--- config.mk ---
export PLATFORM = sky130hd
export DESIGN_NAME = jscan_engine
export DESIGN_NICKNAME = d
export VERILOG_FILES = /design/src/rtl/jscan_pkg.sv /design/src/rtl/jscan_entry.sv /design/src/rtl/jscan_shifter.sv /design/src/rtl/jscan_ctrl.sv /design/src/rtl/jscan_engine.sv
export SDC_FILE = /design/constraint.sdc
export NUM_CORES = 1
export LEC_CHECK = 0
export ABC_AREA = 0
export BUFFER_PORTS_ARGS = -buffer_cell sky130_fd_sc_hd__buf_2
export CORE_MARGIN = 2
export CORE_UTILIZATION = 35
export DETAILED_ROUTE_END_ITERATION = 12
export GPL_ROUTABILITY_DRIVEN = 1
export PLACE_DENSITY = 0.56
export SETUP_SLACK_MARGIN = 0.3
export SYNTH_ARGS = -nofsm -noshare
export SYNTH_HDL_FRONTEND = slang
export SYNTH_SLANG_ARGS = --single-unit
--- constraint.sdc ---
create_clock -name clk -period 3.7 [get_ports clk]
set_input_delay 0.185 -clock clk [delete_from_list [all_inputs] [get_ports clk]]
set_output_delay 0.185 -clock clk [all_outputs]
set_load 0.01 [all_outputs]
--- src/rtl/jscan_pkg.sv ---
package jscan_pkg;

  localparam logic [3:0] TAP_IDLE   = 4'd0;
  localparam logic [3:0] TAP_RESET  = 4'd1;
  localparam logic [3:0] TAP_DR_PAU = 4'd6;
  localparam logic [3:0] TAP_IR_PAU = 4'd13;

  localparam int STEP_W = 3;

  typedef enum logic [2:0] {
    SQ_WAIT,
    SQ_NAV_IN,
    SQ_ENTRY,
    SQ_SHIFT,
    SQ_PAUSE,
    SQ_NAV_OUT,
    SQ_FIN
  } seq_e;

  function automatic logic scan_start_ok(input logic [3:0] s);
    return (s == TAP_IDLE) || (s == TAP_DR_PAU) || (s == TAP_IR_PAU);
  endfunction

endpackage

--- src/rtl/jscan_entry.sv ---
module jscan_entry
  import jscan_pkg::*;
#(
  parameter int PREFIX_LEN = 2
) (
  input  logic              from_pause,
  input  logic              scan_ir,
  input  logic              zero_len,
  input  logic [STEP_W-1:0] step,
  output logic              tms,
  output logic              last
);

  // body: select steps, capture step, step into shift (or exit1)
  localparam int DR_BODY = 3;
  localparam int IR_BODY = 4;

  logic [STEP_W-1:0] pre_n;
  logic [STEP_W-1:0] body_n;
  logic [STEP_W-1:0] sel_n;
  logic [STEP_W-1:0] rel;

  always_comb begin
    pre_n  = from_pause ? STEP_W'(PREFIX_LEN) : '0;
    body_n = scan_ir ? STEP_W'(IR_BODY) : STEP_W'(DR_BODY);
    sel_n  = scan_ir ? STEP_W'(2) : STEP_W'(1);
    rel    = step - pre_n;
    tms    = 1'b0;
    last   = 1'b0;
    if (step < pre_n) begin
      tms = 1'b1;
    end else if (rel < sel_n) begin
      tms = 1'b1;
    end else if (rel == body_n - STEP_W'(1)) begin
      tms  = zero_len;
      last = 1'b1;
    end else begin
      tms = 1'b0;
    end
  end

endmodule

--- src/rtl/jscan_shifter.sv ---
module jscan_shifter #(
  parameter int MAX_PAD = 16,
  parameter int MAX_TGT = 32
) (
  input  logic                               clk,
  input  logic                               rst_n,
  input  logic                               load,
  input  logic                               shift_en,
  input  logic [$clog2(MAX_PAD+1)-1:0]       pre_len,
  input  logic [$clog2(MAX_TGT+1)-1:0]       tgt_len,
  input  logic [$clog2(MAX_PAD+1)-1:0]       post_len,
  input  logic [MAX_PAD-1:0]                 pre_bits,
  input  logic [MAX_TGT-1:0]                 tgt_bits,
  input  logic [MAX_PAD-1:0]                 post_bits,
  input  logic                               pre_ones,
  input  logic                               post_ones,
  input  logic                               cap_en,
  input  logic                               tdo,
  output logic                               tdi,
  output logic                               last,
  output logic                               zero_len,
  output logic [MAX_TGT-1:0]                 cap_data
);

  localparam int PLW = $clog2(MAX_PAD + 1);
  localparam int TLW = $clog2(MAX_TGT + 1);
  localparam int IW  = $clog2(2 * MAX_PAD + MAX_TGT + 1);

  logic [PLW-1:0]     pre_l_q, post_l_q;
  logic [TLW-1:0]     tgt_l_q;
  logic [MAX_PAD-1:0] pre_sr_q, post_sr_q, pre_sr_d, post_sr_d;
  logic [MAX_TGT-1:0] tgt_sr_q, tgt_sr_d;
  logic [IW-1:0]      idx_q, idx_d;
  logic               cen_q;
  logic [MAX_TGT-1:0] cap_q, cap_d;
  logic [MAX_TGT-1:0] cap_we;

  logic [IW-1:0] total;
  logic [IW-1:0] tgt_end;
  logic          in_pre, in_tgt;

  assign total    = IW'(pre_l_q) + IW'(tgt_l_q) + IW'(post_l_q);
  assign tgt_end  = IW'(pre_l_q) + IW'(tgt_l_q);
  assign in_pre   = idx_q < IW'(pre_l_q);
  assign in_tgt   = !in_pre && (idx_q < tgt_end);
  assign zero_len = (total == '0);
  assign last     = (idx_q == total - IW'(1));
  assign tdi      = in_pre ? pre_sr_q[0] : (in_tgt ? tgt_sr_q[0] : post_sr_q[0]);
  assign cap_data = cap_q;

  // next-state of the field shift registers and bit index
  always_comb begin
    pre_sr_d  = pre_sr_q;
    tgt_sr_d  = tgt_sr_q;
    post_sr_d = post_sr_q;
    idx_d     = idx_q;
    if (load) begin
      pre_sr_d  = pre_ones  ? '1 : pre_bits;
      post_sr_d = post_ones ? '1 : post_bits;
      tgt_sr_d  = tgt_bits;
      idx_d     = '0;
    end else if (shift_en) begin
      idx_d = idx_q + IW'(1);
      if (in_pre)      pre_sr_d  = {1'b0, pre_sr_q[MAX_PAD-1:1]};
      else if (in_tgt) tgt_sr_d  = {1'b0, tgt_sr_q[MAX_TGT-1:1]};
      else             post_sr_d = {1'b0, post_sr_q[MAX_PAD-1:1]};
    end
  end

  // one write port per capture bit
  for (genvar k = 0; k < MAX_TGT; k++) begin : g_cap
    assign cap_we[k] = shift_en && cen_q && in_tgt && (idx_q == IW'(pre_l_q) + IW'(k));
    assign cap_d[k]  = cap_we[k] ? tdo : ((load && cap_en) ? 1'b0 : cap_q[k]);
  end

  always_ff @(posedge clk or negedge rst_n) begin
    if (!rst_n) begin
      pre_l_q   <= '0;
      tgt_l_q   <= '0;
      post_l_q  <= '0;
      cen_q     <= 1'b0;
    end else if (load) begin
      pre_l_q   <= pre_len;
      tgt_l_q   <= tgt_len;
      post_l_q  <= post_len;
      cen_q     <= cap_en;
    end
  end

  always_ff @(posedge clk or negedge rst_n) begin
    if (!rst_n) begin
      pre_sr_q  <= '0;
      tgt_sr_q  <= '0;
      post_sr_q <= '0;
      idx_q     <= '0;
      cap_q     <= '0;
    end else begin
      pre_sr_q  <= pre_sr_d;
      tgt_sr_q  <= tgt_sr_d;
      post_sr_q <= post_sr_d;
      idx_q     <= idx_d;
      cap_q     <= cap_d;
    end
  end


  idx_bound_chk: assert property (@(posedge clk) disable iff (!rst_n)
    shift_en |-> (idx_q < total));


  cap_hold_chk: assert property (@(posedge clk) disable iff (!rst_n)
    (!load && !cen_q) |=> $stable(cap_q));

endmodule

--- src/rtl/jscan_ctrl.sv ---
module jscan_ctrl
  import jscan_pkg::*;
(
  input  logic              clk,
  input  logic              rst_n,
  input  logic              start,
  input  logic              scan_ir,
  input  logic [3:0]        cur_state,
  input  logic [3:0]        stop_state,
  input  logic              nav_done,
  input  logic              ent_tms,
  input  logic              ent_last,
  input  logic              shf_last,
  input  logic              shf_tdi,
  input  logic              zero_len,
  output logic [STEP_W-1:0] ent_step,
  output logic              from_pause,
  output logic              ir_sel,
  output logic              load,
  output logic              shift_en,
  output logic              bit_vld,
  output logic              tms,
  output logic              tdi,
  output logic              nav_req,
  output logic [3:0]        nav_state,
  output logic              busy,
  output logic              done
);

  seq_e              st_q, st_d;
  logic [STEP_W-1:0] step_q, step_d;
  logic              ir_q, fp_q, fp_d;
  logic [3:0]        stop_q;
  logic              accept, start_ok;
  logic [3:0]        pause_code;

  assign accept     = (st_q == SQ_WAIT) && start;
  assign start_ok   = scan_start_ok(cur_state);
  assign pause_code = ir_q ? TAP_IR_PAU : TAP_DR_PAU;
  assign fp_d       = start_ok && (cur_state != TAP_IDLE);

  always_comb begin
    st_d   = st_q;
    step_d = step_q;
    unique case (st_q)
      SQ_WAIT: begin
        step_d = '0;
        if (start) st_d = start_ok ? SQ_ENTRY : SQ_NAV_IN;
      end
      SQ_NAV_IN: begin
        if (nav_done) st_d = SQ_ENTRY;
      end
      SQ_ENTRY: begin
        if (ent_last) begin
          step_d = '0;
          st_d   = zero_len ? SQ_PAUSE : SQ_SHIFT;
        end else begin
          step_d = step_q + STEP_W'(1);
        end
      end
      SQ_SHIFT: begin
        if (shf_last) st_d = SQ_PAUSE;
      end
      SQ_PAUSE: begin
        st_d = (stop_q == pause_code) ? SQ_FIN : SQ_NAV_OUT;
      end
      SQ_NAV_OUT: begin
        if (nav_done) st_d = SQ_FIN;
      end
      SQ_FIN: st_d = SQ_WAIT;
      default: st_d = SQ_WAIT;
    endcase
  end

  always_ff @(posedge clk or negedge rst_n) begin
    if (!rst_n) begin
      st_q   <= SQ_WAIT;
      step_q <= '0;
    end else begin
      st_q   <= st_d;
      step_q <= step_d;
    end
  end

  always_ff @(posedge clk or negedge rst_n) begin
    if (!rst_n) begin
      ir_q   <= 1'b0;
      fp_q   <= 1'b0;
      stop_q <= TAP_IDLE;
    end else if (accept) begin
      ir_q   <= scan_ir;
      fp_q   <= fp_d;
      stop_q <= stop_state;
    end
  end

  always_comb begin
    bit_vld = 1'b0;
    tms     = 1'b0;
    tdi     = 1'b0;
    unique case (st_q)
      SQ_ENTRY: begin bit_vld = 1'b1; tms = ent_tms; end
      SQ_SHIFT: begin bit_vld = 1'b1; tms = shf_last; tdi = shf_tdi; end
      SQ_PAUSE: begin bit_vld = 1'b1; end
      default:  begin bit_vld = 1'b0; end
    endcase
  end

  assign ent_step   = step_q;
  assign from_pause = fp_q;
  assign ir_sel     = ir_q;
  assign load       = accept;
  assign shift_en   = (st_q == SQ_SHIFT);
  assign nav_req    = (st_q == SQ_NAV_IN) || (st_q == SQ_NAV_OUT);
  assign nav_state  = (st_q == SQ_NAV_IN) ? TAP_IDLE : stop_q;
  assign busy       = (st_q != SQ_WAIT);
  assign done       = (st_q == SQ_FIN);


  done_pulse_chk: assert property (@(posedge clk) disable iff (!rst_n)
    done |=> (!done && !busy));


  nav_hold_chk: assert property (@(posedge clk) disable iff (!rst_n)
    (nav_req && !nav_done) |=> (nav_req && $stable(nav_state)));


  pause_after_shift_chk: assert property (@(posedge clk) disable iff (!rst_n)
    (shift_en && shf_last) |=> (bit_vld && !tms && !tdi && !shift_en));


  nav_first_chk: assert property (@(posedge clk) disable iff (!rst_n)
    (accept && !start_ok) |=> (nav_req && nav_state == TAP_IDLE && !bit_vld));

endmodule

--- src/rtl/jscan_engine.sv ---
module jscan_engine
  import jscan_pkg::*;
#(
  parameter int MAX_PAD = 16,
  parameter int MAX_TGT = 32
) (
  input  logic                         clk,
  input  logic                         rst_n,
  input  logic                         start,
  input  logic                         scan_ir,
  input  logic [3:0]                   cur_state,
  input  logic [3:0]                   stop_state,
  input  logic [$clog2(MAX_PAD+1)-1:0] pre_len,
  input  logic [$clog2(MAX_TGT+1)-1:0] tgt_len,
  input  logic [$clog2(MAX_PAD+1)-1:0] post_len,
  input  logic [MAX_PAD-1:0]           pre_bits,
  input  logic [MAX_TGT-1:0]           tgt_bits,
  input  logic [MAX_PAD-1:0]           post_bits,
  input  logic                         pre_ones,
  input  logic                         post_ones,
  input  logic                         cap_en,
  input  logic                         tdo,
  input  logic                         nav_done,
  output logic                         tms,
  output logic                         tdi,
  output logic                         bit_vld,
  output logic                         nav_req,
  output logic [3:0]                   nav_state,
  output logic                         busy,
  output logic                         done,
  output logic [MAX_TGT-1:0]           cap_data
);

  logic [STEP_W-1:0] ent_step;
  logic ent_tms, ent_last, from_pause, ir_sel;
  logic load, shift_en, shf_last, shf_tdi, zero_len;

  jscan_ctrl u_ctrl (
    .clk        (clk),
    .rst_n      (rst_n),
    .start      (start),
    .scan_ir    (scan_ir),
    .cur_state  (cur_state),
    .stop_state (stop_state),
    .nav_done   (nav_done),
    .ent_tms    (ent_tms),
    .ent_last   (ent_last),
    .shf_last   (shf_last),
    .shf_tdi    (shf_tdi),
    .zero_len   (zero_len),
    .ent_step   (ent_step),
    .from_pause (from_pause),
    .ir_sel     (ir_sel),
    .load       (load),
    .shift_en   (shift_en),
    .bit_vld    (bit_vld),
    .tms        (tms),
    .tdi        (tdi),
    .nav_req    (nav_req),
    .nav_state  (nav_state),
    .busy       (busy),
    .done       (done)
  );

  jscan_entry #(.PREFIX_LEN(2)) u_entry (
    .from_pause (from_pause),
    .scan_ir    (ir_sel),
    .zero_len   (zero_len),
    .step       (ent_step),
    .tms        (ent_tms),
    .last       (ent_last)
  );

  jscan_shifter #(.MAX_PAD(MAX_PAD), .MAX_TGT(MAX_TGT)) u_shift (
    .clk       (clk),
    .rst_n     (rst_n),
    .load      (load),
    .shift_en  (shift_en),
    .pre_len   (pre_len),
    .tgt_len   (tgt_len),
    .post_len  (post_len),
    .pre_bits  (pre_bits),
    .tgt_bits  (tgt_bits),
    .post_bits (post_bits),
    .pre_ones  (pre_ones),
    .post_ones (post_ones),
    .cap_en    (cap_en),
    .tdo       (tdo),
    .tdi       (shf_tdi),
    .last      (shf_last),
    .zero_len  (zero_len),
    .cap_data  (cap_data)
  );

endmodule

Word level (Yosys, flattened, before mapping)
Cells that the tools add are included.

Add/sub/neg operators: 38. $lt $le $gt $ge: 4. Eq/ne operators: 50. Multiplexer cells: 75. Reduce and logical (&&, ||, !) cells: 88.

Operators with widths (number): 7-bit == test (32); 16-bit two-way mux (9); 32-bit two-way mux (4); 5-bit by 5-bit adder with 6-bit output (second input constant) (16); 2-bit nonzero test (36); 5-bit by 4-bit adder with 6-bit output (second input constant) (8); 1-bit two-way mux (43); 1-bit logical AND (38); 5-bit by 3-bit adder with 6-bit output (second input constant) (4); 3-bit two-way mux (8); 3-bit case mux with 6 select lines (1); 7-bit two-way mux (2); 5-bit by 2-bit adder with 6-bit output (second input constant) (2); 2-bit inequality test (second input constant) (5); 3-bit == test (second input constant) (3); 2-bit two-way mux (4); 4-bit two-way mux (2); 5-bit by 6-bit adder with 7-bit output (1); 7-bit by 1-bit adder with 7-bit output (second input constant) (1); 7-bit by 5-bit adder with 7-bit output (1); 7-bit by 5-bit == test with 1-bit output (1); 7-bit zero test (1); 7-bit by 5-bit less-than comparator with 1-bit output (1); 7-bit less-than comparator (1); 25 further kinds (31).

Register bits after elaboration: 132. Output and inout port bits: 42. Word-level logic and storage cells: 300.

Depth between registers and ports, before layout
Depth in word-level cells: 8. Depth in mapped cells: 17. Mapped depth without buffers: 15.

Cells and area by module
From an unflattened synthesis, not the netlist that was laid out.

Cells, all modules: 1005. Area total of the unflattened synthesis: 8754.6 um^2.

By module, submodules not included: jscan_shifter (times used 1, cells each 904, area an instance 7822.5 um^2, seq. area each 3002.9 um^2); jscan_ctrl (times used 1, cells each 86, area an instance 798.3 um^2, seq. area each 300.3 um^2); jscan_entry (times used 1, cells each 15, area an instance 133.9 um^2, seq. area each 0.0 um^2).

Least setup slack after synthesis
OpenSTA, ideal clock, no wires.

Kind: register to output. Start: register u_shift.pre_l_q[0]. End: output port tms. Arrival time: 3.486 ns. Data required time: 3.515 ns. Path slack: 0.029 ns. Cell stages (with the launch flop): 16. Buffers on the path: 0. Cell sequence: dfrtp_1 -> ha_1 -> inv_1 -> fa_1 -> inv_1 -> a21o_1 -> a21o_1 -> xor2_1 -> ha_1 -> or3_1 -> and2_1 -> or4_4 -> o211ai_2 -> xnor2_1 -> or3_1 -> nand2_1.

Cells in the longest elaborated chain, start to end: 7. Elaborated cells on any way between the ends: 9. Those cells by class: add/sub (3); eq/ne (1); mux (4); reduce/logical (1).

RTL lines: from (decl) (RTL line jscan_shifter.sv:29) `logic [PLW-1:0] pre_l_q, post_l_q;`; from (signal assigned) (RTL line jscan_shifter.sv:83) `pre_l_q <= pre_len;`; 5-bit by 6-bit adder with 7-bit output * (RTL line jscan_shifter.sv:42) `assign total = IW'(pre_l_q) + IW'(tgt_l_q) + IW'(post_l_q);`; 7-bit by 5-bit adder with 7-bit output * (RTL line jscan_shifter.sv:42); branches (longest 4 deep; another with 7-bit by 1-bit subtractor with 7-bit output); 1-bit case mux with 2 select lines * (RTL line jscan_ctrl.sv:101) `unique case (st_q)`; to (decl) (RTL line jscan_engine.sv:24) `output logic tms,`.

Mark *: on every way between the ends.

Final worst setup path
Start: register u_shift.tgt_l_q[0]. End: output port tms.

Cells in the longest elaborated chain, start to end: 7. Elaborated cells on any way between the ends: 9. Those cells by class: add/sub (3); eq/ne (1); mux (4); reduce/logical (1).

RTL lines: from (decl) (RTL line jscan_shifter.sv:30) `logic [TLW-1:0] tgt_l_q;`; from (signal assigned) (RTL line jscan_shifter.sv:84) `tgt_l_q <= tgt_len;`; 5-bit by 6-bit adder with 7-bit output * (RTL line jscan_shifter.sv:42); 7-bit by 5-bit adder with 7-bit output * (RTL line jscan_shifter.sv:42); branches (longest 4 deep; another with 7-bit by 1-bit subtractor with 7-bit output); 1-bit case mux with 2 select lines * (RTL line jscan_ctrl.sv:101).

Marks and branches as above.

==> impl_metrics.py <==
metrics = {
    "floorplan": {
        "die_w_um": 161.1,
        "io_pins": 139,
        "rows": 57,
        "die_area_um2": 25940,
        "coreArea_um2": 24250,
        "start_util_pct": 35.61,
        "die_h_um": 161.1,
    },
    "min_path": {
        "min_path_type": "input pin to register",
        "hold_path_end": "u_shift.pre_l_q[0]",
        "min-delay-start": "pre_len[0]",
        "min_path_cells": 3,
    },
    "setup_path": {
        "worstSetupStartpointType": "register",
        "crit_path_end_kind": "output port",
        "worstRegToRegCells": 25,
        "crit_path_max_fanout": 3,
        "crit_arrival_ns": 3.93,
        "crit_type": "register to output port",
        "reg2reg_slack_ns": -0.39,
        "worstPathRequired_ns": 3.51,
        "r2r-start": "u_shift.tgt_l_q[0]",
        "r2r_end": "u_shift.cap_data[12]",
    },
    "cts": {
        "clkTransAtPathRegs_ns": 0.06,
        "cts_tree": "yes",
        "cts_sinks": 132,
        "cts_root_buffer": "clkbuf_16",
        "clockBufferDepth": 2,
        "h-tree-depth": 4,
        "insertion_delay_ns": 0.43,
        "cts_buffers": 17,
    },
    "final_layout": {
        "area_growth_pct": 38.60,
        "layout-drive-gt1-share_pct": 29.50,
        "diodes": 0,
        "postLayoutCellArea_um2": 11970,
        "num-nets-final": 1400,
    },
    "detailed_routing": {
        "post_drt_wl_per_cell_um": 16.53,
        "drc": 0,
        "drt-initial-drc-count": 488,
        "vias": 8297,
        "first_pass_iters": 5,
        "routed_wl_um": 26320,
        "viasPerCell": 5.212,
        "ant_nets": 0,
    },
    "synth": {
        "netlist_area_um2": 8635,
        "yosys.area.top_type": "dfrtp_1",
        "async_reset_ff_share_pct": 100.0,
        "synth_area_per_cell_um2": 8.177,
        "ys_ff_latch": 132,
        "syn_inst": 1056,
        "ys_seq_area_share_pct": 38.26,
        "yosysUniqueCellTypes": 69,
        "synth-edff-count": 0,
        "synth_nets": 1201,
        "ys.flop_type": "dfrtp_1",
        "synth.yosys.warnings": 0,
        "synth_area_leaders": "dfrtp_1 (38%), nand2_1 (11%), ha_1 (6.7%)",
        "synth_top_area_share_pct": 38.26,
    },
    "place": {
        "portBuffers": 138,
        "place_congestion": 0.8669,
        "placed_area_um2": 9823,
        "dp_hpwl_um": 17150,
    },
    "global_route": {
        "grt-ovfl-total": 0,
        "antenna_found_initial": 1,
        "grt_pass1_vias": 8083,
        "grt_pass1_wl_um": 41840,
        "grt_use_total_pct": 19.99,
        "grt_max_degree": 91,
    },
    "timing": {
        "finalCritPeriodShare_pct": 111.3,
        "max_clock_freq_mhz": 242.9,
        "finClkSkew_ns": 0.01515,
        "slew_headroom_pct": 27.19,
        "setup_tns_ns": -13.49,
        "hold_viol_final": 0,
        "worst_pin_slew_ns": 1.084,
        "finalSetupViolations": 64,
        "rsz0062_at_grt": "yes",
        "setup_slack_ns": -0.4163,
        "drv_slew": 0,
        "fin_crit_ns": 4.116,
    },
    "pwr": {
        "powerDensity_nw_per_um2": 281.3,
        "max-vdd-ir-drop_mv": 0.2328,
        "leakage_nw": 5.491,
    },
    "outcome": {
        "failed_checks": "negative setup slack",
        "status": "complete, but fails checks",
    },
    "job": {
        "maxCapViolations": 0,
    },
}
-- layout by cell type, fill, tap and decap left out, types with 7 or more instances in the layout --
master	count
a21o_1	9
a21oi_1	25
a22oi_1	11
a31oi_1	48
buf_2	136
buf_4	47
buf_6	33
clkbuf_16	19
dfrtp_1	132
dlygate4sd3_1	23
ha_1	42
inv_1	34
mux2i_1	31
nand2_1	213
nand2_2	33
nand2_4	12
nand3_1	15
nor2_1	64
nor2b_1	8
nor3_1	25
nor4_4	14
o21a_1	8
o21ai_0	71
o22ai_1	7
or3_1	18
xnor2_1	25
xor2_1	24
-- routing by layer --
| layer | vias to the layer above | wire [um] | track usage [%] |
|---|---|---|---|
| met5 | - | 0 | 0 |
| met2 | 229 | 12370 | 32.01 |
| met1 | 3961 | 12090 | 27.17 |
| met3 | 32 | 1358 | 4.340 |
| li1 | 4075 | - | - |
| met4 | 0 | 506 | 6.088 |
-- worst max path at each step --
stage                       startpoint   to  slack (ns)  depth (start not counted)
global placement    u_shift.pre_l_q[0]  tms        0.01                         14
finish              u_shift.tgt_l_q[0]  tms       -0.42                         16
global route        u_shift.tgt_l_q[0]  tms       -0.56                         16
floorplan           u_shift.pre_l_q[0]  tms        0.18                         15
CTS                 u_shift.tgt_l_q[0]  tms       -0.41                         16
detailed placement  u_shift.pre_l_q[0]  tms       -0.03                         14
-- synth_stat cells (5+ instances only) --
cell type / count
buf_2: 10
a22o_1: 6
nand3_1: 17
nor4_1: 15
inv_1: 38
a22oi_1: 11
dfrtp_1: 132
nand4_1: 5
nand2_1: 259
o22ai_1: 7
nor2_1: 65
ha_1: 46
a21oi_1: 28
mux2i_1: 31
clkbuf_1: 53
xnor2_1: 28
a31oi_1: 51
o21a_1: 8
or3_1: 20
nand2b_1: 6
a21o_1: 9
nor3_1: 29
nor2b_1: 8
xor2_1: 25
o21ai_0: 76
-- cell families (layout without fill, tap and decap cells) --
logic type	after synthesis	count (layout)	synth area share [%]
fa+ha+maj	48	48	7.129
mux	31	31	3.594
simple gates	455	455	23.74
flops	132	132	38.26
xor+xnor	55	55	5.912
buf+inv	105	317	4.709
compound gates	230	230	16.66
-- flip-flops by register name (all words and copies together), names as in the netlist --
register / count
u_ctrl.ent_step: 3
u_shift.post_l_q: 5
u_shift.tgt_sr_q: 32
u_shift.tgt_l_q: 6
u_ctrl.stop_q: 4
u_ctrl.st_q: 3
u_shift.cen_q: 1
u_shift.idx_q: 7
u_shift.post_sr_q: 16
u_shift.pre_sr_q: 16
u_ctrl.from_pause: 1
u_ctrl.ir_sel: 1
u_shift.cap_data: 32
u_shift.pre_l_q: 5
-- metrics by stage --
| step | cells | setup WS [ns] | power, W | hold slack (ns) | utilization, % |
|---|---|---|---|---|---|
| final | 1592 | -0.4163 | 0.003367 | 0.01667 | 49.36 |
| after global placement | 1493 | 0.01293 | 0.001588 | 0.3316 | 40.51 |
| after global routing | 1592 | -0.5565 | 0.003478 | 0.01103 | 49.36 |
| after detailed placement | 1493 | -0.02797 | 0.001587 | 0.3245 | 40.51 |
| after floorplan | 1056 | 0.1792 | 0.001493 | -0.1106 | - |
| after CTS | 1571 | -0.4094 | 0.003409 | 0.002181 | 46.81 |
-- repair_timing --
| item | 4_1_cts | 5_1_grt |
|---|---|---|
| setup endpoints to repair | 29 | 85 |
| gates cloned | 0 | 4 |
| pin swaps | 43 | 78 |
| hold buffers | 23 | 0 |
| buffers inserted | 23 | 17 |
| gates resized for setup | 92 | 106 |
| hold endpoints to repair | 110 | 0 |
-- layout make-up --
type	count	area (um^2)
Tap cell	324	405.4
Fill cell	2313	12280
Multi-Input combinational cell	819	5724
Inverter	39	148.9
Clock buffer	19	432.9
Timing Repair Buffer	246	1780
Clock inverter	13	172.7
Sequential cell	132	3303
-- critical path: stages, from the launching register on --
cell and delay [ns]:
dfrtp_1 0.35, ha_2 0.21, inv_2 0.05, fa_2 0.40, inv_2 0.06, a21o_1 0.12, a21o_1 0.15, xor2_2 0.17
ha_1 0.26, or3_4 0.35, and2_4 0.15, or4_4 0.51, o211ai_2 0.10, xnor2_2 0.09, or3_4 0.38, nand2_2 0.07
buf_6 0.09
-- power by group --
| group | internal, W | switching, W | leakage (nW) | total [W] |
|---|---|---|---|---|
| Clock | 0.00107 | 0.000716 | 0.281 | 0.00179 |
| Sequential | 0.00145 | 0.00000413 | 1.59 | 0.00145 |
| Combinational | 0.0000621 | 0.0000658 | 3.62 | 0.000128 |
Note: power is estimated with default switching activity, not from simulation.
